File: config.mk
export PLATFORM = sky130hd
export DESIGN_NAME = pkt_ready_tracker
export DESIGN_NICKNAME = d
export VERILOG_FILES = /design/src/rtl/pkt_ready_tracker.sv
export SDC_FILE = /design/constraint.sdc
export NUM_CORES = 1
export LEC_CHECK = 0
export BUFFER_PORTS_ARGS = -buffer_cell sky130_fd_sc_hd__buf_2
export CAP_MARGIN = 5
export CORE_ASPECT_RATIO = 0.5
export CORE_MARGIN = 10
export CORE_UTILIZATION = 45
export DETAILED_ROUTE_END_ITERATION = 10
export SLEW_MARGIN = 40
export SYNTH_ARGS = -nofsm -noshare
export SYNTH_HDL_FRONTEND = slang
export SYNTH_SLANG_ARGS = --single-unit
File: constraint.sdc
create_clock -name clk -period 4.1 [get_ports clk]
set_input_delay 0.615 -clock clk [delete_from_list [all_inputs] [get_ports clk]]
set_output_delay 0.615 -clock clk [all_outputs]
set_load 0.005 [all_outputs]
File: src/rtl/pkt_ready_tracker.sv
module pkt_ready_tracker #(
  parameter int NQ = 8,
  parameter int CW = 8,
  localparam int QW = (NQ > 1) ? $clog2(NQ) : 1
) (
  input  logic          clk,
  input  logic          rst_n,
  input  logic          cfg_pkt_mode,
  input  logic          cfg_wide_ports,
  input  logic          wr_valid,
  input  logic [QW-1:0] wr_qid,
  input  logic          wr_sop,
  input  logic          wr_eop,
  input  logic          rd_valid,
  input  logic [QW-1:0] rd_qid,
  input  logic          rd_eop,
  input  logic          prs_valid,
  input  logic [QW-1:0] prs_qid,
  input  logic [NQ-1:0] ae_n,
  output logic          pr_n,
  output logic [NQ-1:0] stat_n
);
  localparam int NSEL = 1 << QW;
  localparam logic [CW-1:0] CMAX = {CW{1'b1}};

  logic pkt_en;
  logic [NSEL-1:0] ready;
  logic [NQ-1:0][CW-1:0] cnt;
  logic [NQ-1:0] open_q;

  always_ff @(posedge clk)
    if (!rst_n) pkt_en <= cfg_pkt_mode & cfg_wide_ports;

  for (genvar q = 0; q < NSEL; q++) begin : g_q
    if (q < NQ) begin : g_live
      logic wr_hit, rd_hit, clr, inc, dec;
      assign wr_hit = pkt_en & wr_valid & (wr_qid == QW'(q));
      assign rd_hit = pkt_en & rd_valid & (rd_qid == QW'(q));
      assign clr    = prs_valid & (prs_qid == QW'(q));
      assign inc    = wr_hit & wr_eop & (open_q[q] | wr_sop) & (cnt[q] != CMAX);
      assign dec    = rd_hit & rd_eop & (cnt[q] != '0);

      always_ff @(posedge clk or negedge rst_n)
        if (!rst_n) begin
          cnt[q]    <= '0;
          open_q[q] <= 1'b0;
        end else if (clr || !pkt_en) begin
          cnt[q]    <= '0;
          open_q[q] <= 1'b0;
        end else begin
          if (inc && !dec) cnt[q] <= cnt[q] + CW'(1);
          else if (dec && !inc) cnt[q] <= cnt[q] - CW'(1);
          if (wr_hit) open_q[q] <= wr_eop ? 1'b0 : (wr_sop | open_q[q]);
        end

      assign ready[q] = (cnt[q] != '0);

      p_prs_clears_r9: assert property (@(posedge clk) disable iff (!rst_n)
        clr |=> (cnt[q] == '0) && !open_q[q]);

      p_step_one_r11: assert property (@(posedge clk) disable iff (!rst_n)
        pkt_en |=> (cnt[q] == $past(cnt[q])) || (cnt[q] == $past(cnt[q]) + CW'(1)) ||
                   (cnt[q] == $past(cnt[q]) - CW'(1)) || (cnt[q] == '0));

      p_no_underflow_r6: assert property (@(posedge clk) disable iff (!rst_n)
        (cnt[q] == '0) && !(wr_valid && wr_eop && wr_qid == QW'(q)) |=> (cnt[q] == '0));

      p_no_wrap_r10: assert property (@(posedge clk) disable iff (!rst_n)
        (cnt[q] == CMAX) && !(rd_valid && rd_eop && rd_qid == QW'(q)) && !clr
        |=> (cnt[q] == CMAX));

      p_idle_mode_r1: assert property (@(posedge clk) disable iff (!rst_n)
        !pkt_en |=> (cnt[q] == '0));
    end else begin : g_pad
      assign ready[q] = 1'b0;
    end
  end

  assign pr_n   = ~(pkt_en & ready[rd_qid]);
  assign stat_n = pkt_en ? ~ready[NQ-1:0] : ae_n;

  p_mode_held_r1: assert property (@(posedge clk) disable iff (!rst_n)
    rst_n |=> $stable(pkt_en));

  p_flag_matches_bus_r7: assert property (@(posedge clk) disable iff (!rst_n)
    pkt_en && (int'(rd_qid) < NQ) |-> (pr_n == stat_n[rd_qid]));
endmodule

# [After elaboration in Yosys (flattened, before gate mapping)]
# Index checks and enable logic that the tools add are counted.
[op_classes] bitwise_logic=78 n_lt_le_gt_ge=1 reduce_logical=68 n_eq_ne=29 mux=51 add_sub_neg=16
[op_table] cell="$mux 8" n=25
[op_table] cell="$and 1x1->1" n=68
[op_table] cell="$add 8x1->8 const B" n=8
[op_table] cell="$ne 8x8->1 const B" n=8
[op_table] cell="$reduce_bool 8->1" n=8
[op_table] cell="$sub 8x1->8 const B" n=8
[op_table] cell="$eq 3x3->1 const B" n=12
[op_table] cell="$mux 1" n=25
[op_table] cell="$reduce_bool 3->1" n=8
[op_table] cell="$eq 3x2->1 const B" n=6
[op_table] cell="$logic_not 1->1" n=17
[op_table] cell="$logic_and 1x1->1" n=16
[op_table] cell="$reduce_bool 2->1" n=8
[op_table] cell="$eq 3x1->1 const B" n=3
[op_table] cell="$logic_not 3->1" n=3
[op_table] cell="$logic_or 1x1->1" n=8
[op_table] cell="$not 8->8" n=1
[op_table] cell="$or 1x1->1" n=8
[op_table] cell="$lt 3x4->1 const B" n=1
[op_table] cell="$bmux 1 s3" n=1
[op_table] cell="$not 1->1" n=1
[word_totals] in_bits=27 reg_bits=73 out_inout_bits=9 wordCells=260

# [Longest topological paths before layout]
# Gate-level depths: netlist of run 1.
[logic_depth] word_depth=10 depth_mapped=13 ltp_nobuf=10

# [Worst setup path before layout of run 1]
# No wires, ideal clock.
[synth_timing] path_type="input to register" start="in wr_qid[1]" end="reg cnt[6] in the netlist's numbering" arrival_time_ps=3250 setup_time_ps=80 t_required_ps=4020 n_path_buf=1 path_slack_ps=770 cell_stages=10 path_cell_list="clkbuf_1 -> nor3b_2 -> o211a_1 -> nand3_1 -> ha_1 -> nor2b_1 -> o31a_1 -> or4_1 -> a32o_1 -> a21oi_1"
[synth_between] elab_chain_cells=8 word_cells_on_any_way=11 classes_between="mux (2); bitwise (4); reduce/logical (5)"
[synth_rtl] element="start: declaration" line_no="11" rtl="input logic [QW-1:0] wr_qid,"
[synth_rtl] element="$logic_not 3->1 (*)" line_no="37" rtl="assign wr_hit = pkt_en & wr_valid & (wr_qid == QW'(q));"
[synth_rtl] element="$and 1x1->1 (*)" line_no="37"
[synth_rtl] element="$and 1x1->1 (*) (3 in a row)" line_no="40" rtl="assign inc = wr_hit & wr_eop & (open_q[q] | wr_sop) & (cnt[q] != CMAX);"
[synth_rtl] element="$logic_and 1x1->1 / $logic_not 1->1 (equally long branches)" line_no="51, 52"
[synth_rtl] element="$mux 8 / $logic_and 1x1->1 (equally long branches)" line_no="51, 52"
[synth_rtl] element="$mux 8 / $reduce_bool 3->1 (equally long branches)"
[synth_rtl] element="end signal: indexed assignment" line_no="51" rtl="if (inc && !dec) cnt[q] <= cnt[q] + CW'(1);"
[synth_rtl] element="end signal: indexed assignment" line_no="52" rtl="else if (dec && !inc) cnt[q] <= cnt[q] - CW'(1);"
[synth_rtl] element="end: declaration" line_no="28" rtl="logic [NQ-1:0][CW-1:0] cnt;"
# Every way passes the cells marked *; elsewhere a longest branch is shown, timed or not.
# A chain may end at the register's enable or synchronous reset.

# [Final worst setup path of run 1]
[layout_timing] start="reg pkt_en" end="reg cnt[31] in the netlist's numbering"
[layout_between] elab_chain_cells=8 word_cells_on_any_way=18 classes_between="mux (2); bitwise (9); reduce/logical (7)"
[layout_rtl] element="start: declaration" line_no="26" rtl="logic pkt_en;"
[layout_rtl] element="start signal: assignment" line_no="32" rtl="if (!rst_n) pkt_en <= cfg_pkt_mode & cfg_wide_ports;"
[layout_rtl] element="$and 1x1->1 (on tied branches) (2 in a row)" line_no="37, 38"
[layout_rtl] element="$and 1x1->1 (on tied branches) (2 in a row)" line_no="40, 41"
[layout_rtl] element="$and 1x1->1 / $logic_not 1->1 (equally long branches)" line_no="40, 51"
[layout_rtl] element="$logic_and 1x1->1 / $logic_not 1->1 (equally long branches)" line_no="51, 52"
[layout_rtl] element="$mux 8 / $logic_and 1x1->1 (equally long branches)" line_no="51, 52"
[layout_rtl] element="$mux 8 / $reduce_bool 3->1 (equally long branches)"
# Several ways; a longest one is shown, not always the timed one.

==> results.cfg, run 1 <==
[run_status]
status = completed

[worst_setup_path]
crit_chain = and3_1, and2_1, nand3_1, ha_1, a21oi_1, o2111ai_1, o211a_1, or3_1, nand3b_1
end_kind = register
arrival_ns = 3.84
worstSetupPathType = reg2reg
start_kind = register
crit_required_ns = 4.37
slowest_delay_ns = 0.66
critPathMaxFanout = 14
timing.critical_path.slowest_stage_cell = edfxtp_1

[power]
p_per_area_mw_per_mm2 = 316
power.leakage_nw = 3.20
ir_drop_mv = 0.171
power_w = 0.00234

[clocking]
cts.clk_slew.worst_paths_ns = 0.07
clk_latency_ns = 0.34
post_cts_resized = 0
ctsHoldBuffers = 0
htreeDepth = 3
cts_sinks = 73
cts_tree = yes
ctsRootBufferMaster = clkbuf_16
cts_setup_buffers = 0
cts_inserted_buffers = 9
clockBufferDepth = 2

[timing]
slew_headroom = 0.545
finalClockSkew_ns = 0.00629
rsz0062_at_grt = false
finalCritPeriodShare = 0.870
setup_tns_ns = 0
hold_viol = 0
slew_viol_final = 0
setup_viol = 0
fin_crit_ns = 3.57
tightest_slew_ns = 0.678
clock.fmax_mhz = 280

[global_routing]
grt_pass1_vias = 6085
track_usage = 0.178
overflow = 0
grt_max_degree = 42
grt_pass1_wl_um = 30200
antenna_found_initial = 0

[route]
wl_per_cell_um = 17.3
drt_iter0_drc = 444
drt_pass1_iterations = 5
wirelength_um = 17600
drc = 0
num_vias = 6260
ant_nets = 0
viasPerCell = 6.14

[die]
die_width_um = 192
ios = 36
core_sq_mm = 0.0145
dieArea_sq_mm = 0.0203
initial_utilization = 0.460
fp-row-count = 31
chipHeight_um = 106

[flow_run]
max-cap-violations = 0

[synthesis]
yosysWarnings = 0
synth_top_flop_cell = dfrtp_1
synth.yosys.seq_area_share = 0.275
synth.area.mux_share = 0.0297
synth_commonest_cells = a21oi_1, dfrtp_1, nand3_1
synth-adder-area-share = 0.114
async_flop_share = 0.986
synth_area_sq_mm = 0.00665
synth_cell_types = 71
synth-seq-cells = 73
synth-xor-area-share = 0.0316
yosysTopAreaCell = dfrtp_1
synth_top_family_by_area = simple AND/OR/NAND/NOR gates
synth-compound-area-share = 0.250
synth-simple-area-share = 0.254
synthMostInstantiatedCell = a21oi_1
synthCells = 780
yosys-top-cells-area = dfrtp_1, ha_1, a21oi_1
synth_edf_count = 1
synth.top_cell.area_share = 0.271
synth_nets = 863
post_synth.cell_area_avg_sq_um = 8.53

[final_layout]
final_util = 0.511
final-seq-area_sq_mm = 0.00183
areaGrowthSynthToFinish_pct = 11.1
n_antenna_cell = 0
multi_input_area_sq_mm = 0.00453
nFillCells = 1360
drive_gt1_frac = 0.119
fin_cells = 1020
fin_nets = 900

[placement]
dp_cells = 1004
routabilityCongestion = 0.826
port_buffers = 35
dp_hpwl_um = 13500

[hold_path]
hold_path_class = in2async
worst paths after layout:
| kind | from | slack [ns] | cells after the start | end |
|---|---|---|---|---|
| setup / recovery | pkt_en$_DFFE_PN_ | 0.53 | 9 | cnt[31]$_DFFE_PN0P_ |
| hold / removal | rst_n | 0.24 | 1 | cnt[9]$_DFFE_PN0P_ |
| setup reg to reg | pkt_en$_DFFE_PN_ | 0.53 | 9 | cnt[31]$_DFFE_PN0P_ |
| hold reg to reg | cnt[50]$_DFFE_PN0P_ | 0.54 | 1 | cnt[50]$_DFFE_PN0P_ |
| max in group asynchronous | rst_n | 2.91 | 2 | cnt[1]$_DFFE_PN0P_ |
| min in group clk | cnt[50]$_DFFE_PN0P_ | 0.54 | 1 | cnt[50]$_DFFE_PN0P_ |
power by group:
part	switching (W)	internal [W]	total (W)
sequential	0.0000597	0.000766	0.000826
combinational	0.000381	0.000310	0.000691
clock	0.000344	0.000477	0.000821
total	0.000785	0.00155	0.00234
cell families (layout without fill, tap and decap cells):
family / count (synthesis) / count (layout)
multiplexers: 15 / 15
AO/OA/AOI/OAI: 247 / 247
buffers and inverters: 75 / 117
adder cells (fa/ha/maj): 56 / 56
AND/OR/NAND/NOR: 290 / 290
XOR/XNOR: 24 / 24
flip-flops: 73 / 73
worst max-delay path: cells and delay by family, from the launching register on:
family | cells | cell delay (ns)
flops | 1 | 0.66
simple gates | 5 | 1.73
fa+ha+maj | 1 | 0.48
compound gates | 3 | 0.62
layout make-up:
| class | instances | share of cell area |
|---|---|---|
| Clock inverter | 7 | 0.0105 |
| Sequential cell | 73 | 0.248 |
| Inverter | 53 | 0.0269 |
| Multi-Input combinational cell | 632 | 0.614 |
| Timing Repair Buffer | 48 | 0.0372 |
| Tap cell | 198 | 0.0335 |
| Clock buffer | 9 | 0.0305 |
state kept, by name, indices dropped and copies added (netlist names):
signal  cells
pkt_en      1
cnt        64
open_q      8
placed cells by master, fill, tap and decap left out, drive strengths merged, types with 12 or more instances in the layout:
cell type,synthesis,routed
nand3b,13,13
buf,7,48
ha,48,48
nand2,33,33
nor3,43,43
dfrtp,72,72
a21oi,74,74
o2111ai,12,12
nor4,13,13
nor2b,19,19
nand4,14,14
xor2,17,17
mux2,13,13
o21ai,48,48
a211oi,21,21
or3,16,16
inv,53,55
nand3,63,63
nor2,20,20
stage by stage:
step                      setup slack, ns  area [sq um]  hold slack, ns
final                               0.533          7390           0.238
after global routing                0.209          7390           0.260
after CTS                           0.579          7390           0.249
after detailed placement            0.461          7090           0.533
after global placement              0.505          7080           0.532
after floorplan                     0.770          6650           0.319
metal layers:
metal	wire length (um)	global-route usage	vias up
met5	0	0	-
met4	178	0.0338	0
met3	933	0.0388	14
met2	7950	0.284	161
met1	8560	0.242	2989
li1	-	-	3096
Note: power is estimated with default switching activity, not from simulation.
==> run 2: changes to the inputs <==
CORE_MARGIN = 2   (was 10)
==> results.cfg, run 2 (synthesized netlist as in run 1, its figures left out) <==
[final_layout]
largest-register = cnt
final-seq-area_sq_mm = 0.00183
final_common_cell = a21oi_1
nFillCells = 1369
largest_reg_flops = 64
final_cell_area_sq_mm = 0.00742
areaGrowthSynthToFinish_pct = 11.5
drive_gt1_frac = 0.117
layout_common_cells = a21oi_1, dfrtp_1, nand3_1
multi_input_area_sq_mm = 0.00453
n_antenna_cell = 0
final_util = 0.513
fin_nets = 898
largestRegisters = cnt (64), open_q (8), pkt_en (1)

[global_routing]
grt_max_degree = 58
grt_pass1_vias = 5702
grt_pass1_wl_um = 29400
antenna_found_initial = 0
overflow = 0
track_usage = 0.228

[timing]
slew_viol_final = 0
finalCritPeriodShare = 0.877
finalClockSkew_ns = 0.00749
hold_viol = 0
slew_headroom = 0.538
setup_viol = 0
clock.fmax_mhz = 278
fin_crit_ns = 3.60
tightest_slew_ns = 0.675
setup_tns_ns = 0
rsz0062_at_grt = false

[clocking]
cts_tree = yes
cts_setup_buffers = 0
htreeDepth = 3
cts_inserted_buffers = 9
cts.clk_slew.worst_paths_ns = 0.06
cts_sinks = 73
clockBufferDepth = 2
post_cts_resized = 0
ctsRootBufferMaster = clkbuf_16
clk_latency_ns = 0.34
ctsHoldBuffers = 0

[placement]
routabilityCongestion = 0.890
dp_hpwl_um = 13200
port_buffers = 35
place_area_sq_mm = 0.00707

[power]
p_per_area_mw_per_mm2 = 325
ir_drop_mv = 0.206
power.leakage_nw = 3.21

[route]
viasPerCell = 6.15
wl_met2_um = 7860
num_vias = 6261
drc = 0
drt_pass1_iterations = 5
ant_nets = 0
wl_met1_um = 8860
wl_per_cell_um = 17.3
drt_iter0_drc = 498
wl_met3_um = 759
wirelength_um = 17600
routed.top_layer = met4

[die]
fp-row-count = 31
ios = 36
core_sq_mm = 0.0145
dieArea_sq_mm = 0.0158
initial_utilization = 0.460
chipHeight_um = 90.0
die_width_um = 176

[worst_setup_path]
worstSetupPathType = reg2reg
end_kind = register
arrival_ns = 3.82
critPathMaxFanout = 15
crit_required_ns = 4.32
start_kind = register

[hold_path]
hold_path_class = in2async

[run_status]
status = completed

[flow_run]
max-cap-violations = 0
run 2: final cells by class:
type	count	share of cell area
inverter	53	0.0268
clock buffer	12	0.0359
clock inverter	4	0.00995
tap	198	0.0334
timing repair buffer	46	0.0356
multi-input combinational	632	0.611
sequential	73	0.247
run 2: worst paths after layout:
check                                     from             endpoint  slack (ns)  depth (start not counted)
min                                      rst_n  cnt[14]$_DFFE_PN0P_        0.25                          1
max                           pkt_en$_DFFE_PN_  cnt[21]$_DFFE_PN0P_        0.50                         10
min in group clk           cnt[50]$_DFFE_PN0P_  cnt[50]$_DFFE_PN0P_        0.55                          1
max in group asynchronous                rst_n  cnt[20]$_DFFE_PN0P_        3.15                          2
max reg2reg                   pkt_en$_DFFE_PN_  cnt[21]$_DFFE_PN0P_        0.50                         10
min reg2reg                cnt[50]$_DFFE_PN0P_  cnt[50]$_DFFE_PN0P_        0.55                          1
run 2: power by group:
part	switching (W)	total, W	internal (W)
logic	0.000379	0.000688	0.000309
clock network	0.000316	0.000899	0.000583
registers	0.0000574	0.000824	0.000767
total	0.000753	0.00241	0.00166
run 2: through the flow:
stage                     worst slack [ns]  instances  hold WS [ns]  power, W
after floorplan                      0.770        780         0.319   0.00134
after global placement               0.486       1002         0.531   0.00150
after detailed placement             0.436       1002         0.541   0.00152
after CTS                            0.616       1018         0.396   0.00243
after global routing                 0.336       1018         0.293   0.00255
final                                0.503       1018         0.249   0.00241
run 2: critical path: stages (launching register included):
cell	delay [ns]
edfxtp_1	0.69
nand4b_4	0.27
a2111oi_4	0.48
nor3_2	0.14
inv_1	0.21
ha_1	0.32
and3_1	0.20
a2111oi_0	0.65
xor2_1	0.21
nor2_1	0.05
mux2_4	0.26
run 2: routing by layer:
metal | global-route usage | up-vias
li1 | - | 3090
met1 | 0.343 | 3028
met2 | 0.351 | 135
met3 | 0.0372 | 8
met4 | 0.0317 | 0
met5 | 0 | -
